===== config.mk =====
export PLATFORM = sky130hd
export DESIGN_NAME = sio_base_decoder
export DESIGN_NICKNAME = d
export VERILOG_FILES = /design/src/rtl/sio_dec_pkg.sv /design/src/rtl/sio_win_match.sv /design/src/rtl/sio_lpt_match.sv /design/src/rtl/sio_cs_arb.sv /design/src/rtl/sio_base_decoder.sv
export SDC_FILE = /design/constraint.sdc
export NUM_CORES = 1
export LEC_CHECK = 0
export ABC_AREA = 1
export BUFFER_PORTS_ARGS = -buffer_cell sky130_fd_sc_hd__buf_2
export CAP_MARGIN = 20
export CORE_AREA = 8 8 56 67
export DETAILED_ROUTE_END_ITERATION = 8
export DIE_AREA = 0 0 64 75
export PLACE_DENSITY_LB_ADDON = 0.2
export SLEW_MARGIN = 40
export SYNTH_ARGS = -nofsm -noshare
export SYNTH_HDL_FRONTEND = slang
export SYNTH_HIERARCHICAL = 1
export SYNTH_SLANG_ARGS = --single-unit
export TNS_END_PERCENT = 10

===== constraint.sdc =====
create_clock -name vclk -period 1.4
set_input_delay 0.07 -clock vclk [all_inputs]
set_output_delay 0.07 -clock vclk [all_outputs]
set_load 0.03 [all_outputs]

===== src/rtl/sio_dec_pkg.sv =====
package sio_dec_pkg;
   typedef enum logic [1:0] {
      LPT_STD = 2'b00,
      LPT_ECP = 2'b01,
      LPT_EPP = 2'b10,
      LPT_OFF = 2'b11
   } lpt_mode_e;

   // arbitration slot order = priority order (lowest index wins)
   localparam int SLOT_FDC  = 0;
   localparam int SLOT_COM1 = 1;
   localparam int SLOT_COM2 = 2;
   localparam int SLOT_LPT  = 3;
   localparam int N_SLOTS   = 4;
endpackage


===== src/rtl/sio_win_match.sv =====
module sio_win_match #(
   parameter int ADDR_W     = 10,
   parameter int LSB        = 3,
   parameter int OFS_W      = 4,
   parameter int FLOOR_ADDR = 0
) (
   input  logic [ADDR_W-1:0]     addr,
   input  logic [ADDR_W-LSB-1:0] base,
   input  logic                  en,
   input  logic                  strobe,
   output logic                  hit,
   output logic [OFS_W-1:0]      ofs
);
   localparam int BASE_W      = ADDR_W - LSB;
   localparam int FLOOR_FIELD = FLOOR_ADDR >> LSB;

   if (LSB < 1 || LSB >= ADDR_W) begin : g_bad_lsb
      $error("sio_win_match: LSB out of range");
   end
   if (OFS_W < LSB) begin : g_bad_ofs
      $error("sio_win_match: OFS_W narrower than window");
   end

   logic floor_ok;
   if (FLOOR_ADDR > 0) begin : g_floor
      assign floor_ok = (base >= BASE_W'(FLOOR_FIELD));
   end else begin : g_no_floor
      assign floor_ok = 1'b1;
   end

   always_comb begin
      hit = en && strobe && floor_ok && (addr[ADDR_W-1:LSB] == base);
      ofs = hit ? OFS_W'(addr[LSB-1:0]) : '0;
      AST_HIT_NEEDS_STROBE: assert (!hit || strobe)
         else $error("window hit without strobe");
      AST_DISABLED_QUIET: assert (!hit || en)
         else $error("window hit while disabled");
   end
endmodule


===== src/rtl/sio_lpt_match.sv =====
module sio_lpt_match
   import sio_dec_pkg::*;
#(
   parameter int ADDR_W     = 10,
   parameter int NARROW_LSB = 2,
   parameter int WIDE_LSB   = 3,
   parameter int OFS_W      = 4,
   parameter int FLOOR_ADDR = 'h100
) (
   input  logic [ADDR_W-1:0]            addr,
   input  logic [ADDR_W-NARROW_LSB-1:0] base,
   input  lpt_mode_e                    mode,
   input  logic                         strobe,
   output logic                         hit,
   output logic [OFS_W-1:0]             ofs
);
   localparam int DROP = WIDE_LSB - NARROW_LSB;

   if (DROP < 1) begin : g_bad_widths
      $error("sio_lpt_match: wide window must exceed narrow window");
   end

   logic                   narrow_en, wide_en;
   logic                   narrow_hit, wide_hit;
   logic [OFS_W-1:0]       narrow_ofs, wide_ofs;

   assign narrow_en = (mode == LPT_STD) || (mode == LPT_ECP);
   assign wide_en   = (mode == LPT_EPP);

   sio_win_match #(.ADDR_W(ADDR_W), .LSB(NARROW_LSB), .OFS_W(OFS_W),
                   .FLOOR_ADDR(FLOOR_ADDR)) u_narrow (
      .addr(addr), .base(base), .en(narrow_en), .strobe(strobe),
      .hit(narrow_hit), .ofs(narrow_ofs));

   // the low DROP field bits are ignored: window snaps to the wide boundary
   sio_win_match #(.ADDR_W(ADDR_W), .LSB(WIDE_LSB), .OFS_W(OFS_W),
                   .FLOOR_ADDR(FLOOR_ADDR)) u_wide (
      .addr(addr), .base(base[ADDR_W-NARROW_LSB-1:DROP]), .en(wide_en),
      .strobe(strobe), .hit(wide_hit), .ofs(wide_ofs));

   always_comb begin
      hit = narrow_hit || wide_hit;
      ofs = narrow_ofs | wide_ofs;
      AST_LPT_OFF_SILENT: assert (!(mode == LPT_OFF && hit))
         else $error("parallel decode while off");
      AST_LPT_SINGLE_SIZE: assert (!(narrow_hit && wide_hit))
         else $error("both parallel window sizes hit");
   end
endmodule


===== src/rtl/sio_cs_arb.sv =====
module sio_cs_arb #(
   parameter int N     = 4,
   parameter int OFS_W = 4
) (
   input  logic [N-1:0]     hit,
   input  logic [OFS_W-1:0] ofs_in [N],
   output logic [N-1:0]     cs,
   output logic [OFS_W-1:0] ofs
);
   if (N < 1) begin : g_bad_n
      $error("sio_cs_arb: N must be positive");
   end

   logic taken;

   always_comb begin
      cs    = '0;
      ofs   = '0;
      taken = 1'b0;
      for (int i = 0; i < N; i++) begin
         if (hit[i] && !taken) begin
            cs[i] = 1'b1;
            ofs   = ofs_in[i];
            taken = 1'b1;
         end
      end
      AST_CS_ONEHOT: assert ($onehot0(cs))
         else $error("chip-selects not one-hot");
      AST_TOP_SLOT_WINS: assert (!hit[0] || cs[0])
         else $error("highest priority hit lost");
      AST_IDLE_OFS_ZERO: assert (cs != '0 || ofs == '0)
         else $error("offset nonzero with no select");
   end
endmodule


===== src/rtl/sio_base_decoder.sv =====
module sio_base_decoder
   import sio_dec_pkg::*;
#(
   parameter int ADDR_W     = 10,
   parameter int FDC_LSB    = 4,
   parameter int COM_LSB    = 3,
   parameter int LPT_LSB    = 2,
   parameter int LPT_WIDE   = 3,
   parameter int OFS_W      = 4,
   parameter int LPT_FLOOR  = 'h100
) (
   input  logic [ADDR_W-1:0]         io_addr,
   input  logic                      io_rd,
   input  logic                      io_wr,
   input  logic                      fdc_en,
   input  logic                      com1_en,
   input  logic                      com2_en,
   input  logic [1:0]                lpt_mode,
   input  logic [ADDR_W-FDC_LSB-1:0] fdc_base,
   input  logic [ADDR_W-COM_LSB-1:0] com1_base,
   input  logic [ADDR_W-COM_LSB-1:0] com2_base,
   input  logic [ADDR_W-LPT_LSB-1:0] lpt_base,
   output logic                      fdc_cs,
   output logic                      com1_cs,
   output logic                      com2_cs,
   output logic                      lpt_cs,
   output logic [OFS_W-1:0]          win_ofs
);
   if (OFS_W < FDC_LSB || OFS_W < COM_LSB || OFS_W < LPT_WIDE) begin : g_bad_ofs
      $error("sio_base_decoder: OFS_W too narrow");
   end

   logic                 strobe;
   logic [N_SLOTS-1:0]   hit;
   logic [N_SLOTS-1:0]   cs;
   logic [OFS_W-1:0]     ofs_slot [N_SLOTS];
   lpt_mode_e            mode;

   assign strobe = io_rd || io_wr;
   assign mode   = lpt_mode_e'(lpt_mode);

   sio_win_match #(.ADDR_W(ADDR_W), .LSB(FDC_LSB), .OFS_W(OFS_W)) u_fdc (
      .addr(io_addr), .base(fdc_base), .en(fdc_en), .strobe(strobe),
      .hit(hit[SLOT_FDC]), .ofs(ofs_slot[SLOT_FDC]));

   sio_win_match #(.ADDR_W(ADDR_W), .LSB(COM_LSB), .OFS_W(OFS_W)) u_com1 (
      .addr(io_addr), .base(com1_base), .en(com1_en), .strobe(strobe),
      .hit(hit[SLOT_COM1]), .ofs(ofs_slot[SLOT_COM1]));

   sio_win_match #(.ADDR_W(ADDR_W), .LSB(COM_LSB), .OFS_W(OFS_W)) u_com2 (
      .addr(io_addr), .base(com2_base), .en(com2_en), .strobe(strobe),
      .hit(hit[SLOT_COM2]), .ofs(ofs_slot[SLOT_COM2]));

   sio_lpt_match #(.ADDR_W(ADDR_W), .NARROW_LSB(LPT_LSB), .WIDE_LSB(LPT_WIDE),
                   .OFS_W(OFS_W), .FLOOR_ADDR(LPT_FLOOR)) u_lpt (
      .addr(io_addr), .base(lpt_base), .mode(mode), .strobe(strobe),
      .hit(hit[SLOT_LPT]), .ofs(ofs_slot[SLOT_LPT]));

   sio_cs_arb #(.N(N_SLOTS), .OFS_W(OFS_W)) u_arb (
      .hit(hit), .ofs_in(ofs_slot), .cs(cs), .ofs(win_ofs));

   assign fdc_cs  = cs[SLOT_FDC];
   assign com1_cs = cs[SLOT_COM1];
   assign com2_cs = cs[SLOT_COM2];
   assign lpt_cs  = cs[SLOT_LPT];
endmodule


### After elaboration in Yosys (flattened, before gate mapping)

Index checks and enable logic that the tools add are counted.

* input port bits: 45
* output and inout bits: 8
* word-level logic and storage cells: 46
* register bits after elaboration: 0

* equality and inequality tests: 7
* reduce and logical (&&, ||, !) cells: 22
* mux-type cells: 14
* bitwise gates (word level): 1
* $lt $le $gt $ge: 2

Operator list (number)
* 7-bit == test: 3
* 4-bit two-way mux: 4
* 1-bit logical AND: 15
* 3-bit two-way mux: 3
* 8-bit == test: 1
* 8-bit by 7-bit >= comparator with 1-bit output, second input constant: 1
* 7-bit by 6-bit >= comparator with 1-bit output, second input constant: 1
* 6-bit == test: 1
* 1-bit two-way mux: 6
* 1-bit zero test: 3
* 1-bit logical OR: 3
* 2-bit by 3-bit OR with 3-bit output: 1
* 2-bit by 1-bit == test with 1-bit output, second input constant: 1
* 2-bit == test, second input constant: 1
* 2-bit zero test: 1
* 2-bit two-way mux: 1

### Depth between registers and ports, before layout

* depth in word-level cells: 13
* gate-level depth with buffers: 14
* depth with buffers taken out: 14

### Hierarchy

Netlist, hierarchy kept.

Modules (own cells, without submodules)
* sio_win_match (u_com1 ...): area each 207.7 sq um, instances 2, cells each 52, sequential area each 0.0 sq um
* sio_cs_arb: area each 195.2 sq um, instances 1, cells each 40, sequential area each 0.0 sq um
* sio_win_match (u_fdc): area each 166.4 sq um, instances 1, cells each 38, sequential area each 0.0 sq um
* sio_win_match (u_lpt.u_narrow): area each 158.9 sq um, instances 1, cells each 30, sequential area each 0.0 sq um
* sio_win_match (u_lpt.u_wide): area each 156.4 sq um, instances 1, cells each 34, sequential area each 0.0 sq um
* sio_lpt_match: area each 66.3 sq um, instances 1, cells each 17, sequential area each 0.0 sq um
* sio_base_decoder: area each 11.3 sq um, instances 1, cells each 3, sequential area each 0.0 sq um

### Worst setup path before layout

OpenSTA, ideal clock, no wires.

* path kind: input to output
* start: input port io_rd
* end: output port win_ofs[0]
* required time: 1330 ps
* setup slack: 75 ps
* stages on the path: 14
* buffers on the path: 0
* arrival: 1255 ps
* cell sequence: inv_1 -> nand2_1 -> nand2_1 -> nor2_2 -> nand3_1 -> nor2_1 -> nand2_1 -> inv_1 -> inv_1 -> nand2_1 -> inv_1 -> nor2_1 -> nand3_1 -> nand3_1

* elaborated cells on any way between the ends: 32
* those cells by class: mux: 11; bitwise: 1; reduce/logical: 20

RTL lines
* start, declared: line sio_base_decoder.sv:13 `input logic io_rd,`
* 1-bit logical OR: line sio_base_decoder.sv:39 `assign strobe = io_rd || io_wr;`
* named net strobe: line sio_base_decoder.sv:33 `logic strobe;`
* 1-bit logical AND (3 in series): line sio_win_match.sv:32 `hit = en && strobe && floor_ok && (addr[ADDR_W-1:LSB] == base);`
* named net u_lpt.narrow_hit: line sio_lpt_match.sv:24 `logic narrow_hit, wide_hit;`
* 1-bit logical OR: line sio_lpt_match.sv:42 `hit = narrow_hit || wide_hit;`
* named net hit[3]: line sio_base_decoder.sv:34 `logic [N_SLOTS-1:0] hit;`
* 1-bit logical AND: line sio_cs_arb.sv:21 `if (hit[i] && !taken) begin`
* 4-bit two-way mux: line sio_cs_arb.sv:21
* end, declared: line sio_base_decoder.sv:27 `output logic [OFS_W-1:0] win_ofs`

The timed path passes the listed nets, and every way through them passes these cells.

==> metrics <==
synth unique cells=18; Area Growth Syn to Fin=48.6%; Switching Share=52.1%; first-pass GRT wire length=4830 µm; Clk pwr share=0%; Worst setup SP type=input pin; total track usage=11.7%; unrepaired setup endpoints after global routing=true; FF/Latch Area=0 µm²; Synth top area share=28.2%; total internal power=150 µW; fillers=292; WP depth=14; CP max FO=5; Ys Warns=6; # IOs=53; fin crit share=98.8%; Seq/Total Area, Yosys=0%; clock buf count=0; CP Class=in2out; Synth area leaders=nand2_1, inv_1, nor2_1; Nets=378; final setup vio count=0; Cell Rows=21; Synth Area per Inst=4.40 µm²; Core ar.=2710 µm²; drt total wl=3040 µm; Max VDD drop=0.134 mV; Starting Density=43.2%; worst hold path type=in2out; FMAX=723 MHz; DP Area=1550 µm²; DR vias/cell=4.08; Period minus WS final=1.38 ns; die area=4800 µm²; layout cells sized above 1=32.6%; number of iterations in the first detailed-routing pass=4; crit-path leading delay family=simple AND/OR/NAND/NOR gates; CP endpoint kind=output pin; average wire per standard cell=8.33 µm; Crit path top cell by count=buf_6; CP Data Required Time=1.33 ns; Final Hold Fails=0; area leader, netlist=nand2_1; hold depth=6; port bufs=53; Pwr Total=313 µW; sequential cell count=0; Reg power frac=0%; status=completed; Logic pwr share=100.0%; gr ovfl total=0; pwr/cell area=180 nW/µm²; Post-Syn Area=1170 µm²; switching power=163 µW; pin count of the biggest net entering global routing=10; slowest CP cell=buf_6; Post-DP HPWL=2600 µm; commonest cells after routing, fill and taps aside=nand2_1, inv_1, buf_2; antenna cells=0; max cap viols=0; post-route cell area=1740 µm²; DR iter-0 viols=37; count of pins over their slew limit=0; Die H=75 µm; final hold slack=0.639 ns; crit-path max cell delay=0.13 ns; most common cell after layout, fill and taps aside=nand2_1; Remaining DRCs=0; Worst Path Buf+Inv=5; total number of vias=1490; final RePlAce weighted congestion=0.808; Mapped Cells=266; Detail Route Antenna Nets=0; CP cell instances=buf_6, inv_4, nand2_4, buf_6, nand2_1, nor2_1, nand2_1, nor2_2, nand2_2, buf_6, nor2_1, nand3_1, nand3_2, buf_6; die width=64 µm; Worst EP arrival=1.31 ns; Leak=1.19 nW; vias in the first global route=1259; initial antenna violation count=0
logic make-up (layout without fill, tap and decap cells):
group,count (synthesis),count (layout),synth area share (%)
other cells,4,5,1.28
simple gates,152,152,55.5
buf+inv,95,159,33.0
compound gates,4,4,1.92
xor+xnor,11,11,8.24
worst paths after layout:
| kind | from | end |
|---|---|---|
| worst max-delay path | io_rd | win_ofs[1] |
| worst min-delay path | io_addr[0] | win_ofs[0] |
worst min-delay path, stage by stage:
cell	delay [ns]
buf_2	0.13
inv_1	0.06
nor2_2	0.03
nand3_1	0.08
nand3_2	0.06
buf_6	0.14
metal layers:
| metal | global-route usage [%] | part of all wire (%) |
|---|---|---|
| met3 | 2.38 | 5.7 |
| met1 | 12.6 | 42 |
| met2 | 23.6 | 52 |
| met4 | 0.744 | 0.49 |
| met5 | 0 | 0 |
cells in the mapped netlist (2+ instances only):
| cell | number |
|---|---|
| nand3_2 | 3 |
| buf_4 | 6 |
| nand2_2 | 2 |
| nor2_2 | 7 |
| nand3_1 | 19 |
| o21ai_0 | 2 |
| inv_1 | 83 |
| nand2_1 | 88 |
| clkinv_1 | 2 |
| inv_2 | 3 |
| nor2_1 | 31 |
| xnor2_1 | 11 |
| conb_1 | 4 |
power by group through the flow:
stage	registers [mW]	clock network [mW]	logic (mW)
after floorplan	0	0	0.170
after global placement	0	0	0.283
after detailed placement	0	0	0.286
after CTS	0	0	0.295
after global routing	0	0	0.355
final	0	0	0.313
per-stage QoR:
stage               utilization (%)  std cells  TNS, ns  setup slack (ns)
detailed placement             57.4        364   -0.655            -0.180
global placement               57.4        364   -0.615            -0.175
floorplan                         -        267        0            0.0751
CTS                            60.1        364        0           0.00540
global route                   64.2        365   -0.589            -0.135
finish                         64.2        365        0            0.0163
area by class of cell:
type	instances	area, µm²	area share [%]
timing repair buffer	71	502	28.9
multi-input combinational	172	853	49.1
tap	34	42.5	2.45
inverter	88	340	19.6
what timing repair did:
| item | in CTS | in global routing |
|---|---|---|
| gates resized for setup | 27 | 33 |
| hold endpoints to repair | 0 | 0 |
| hold buffers | 0 | 0 |
| pin swaps | 12 | 17 |
| setup buffers | 0 | 1 |
| endpoints found under the setup margin | 7 | 7 |
(Power assumes the default switching activity.)
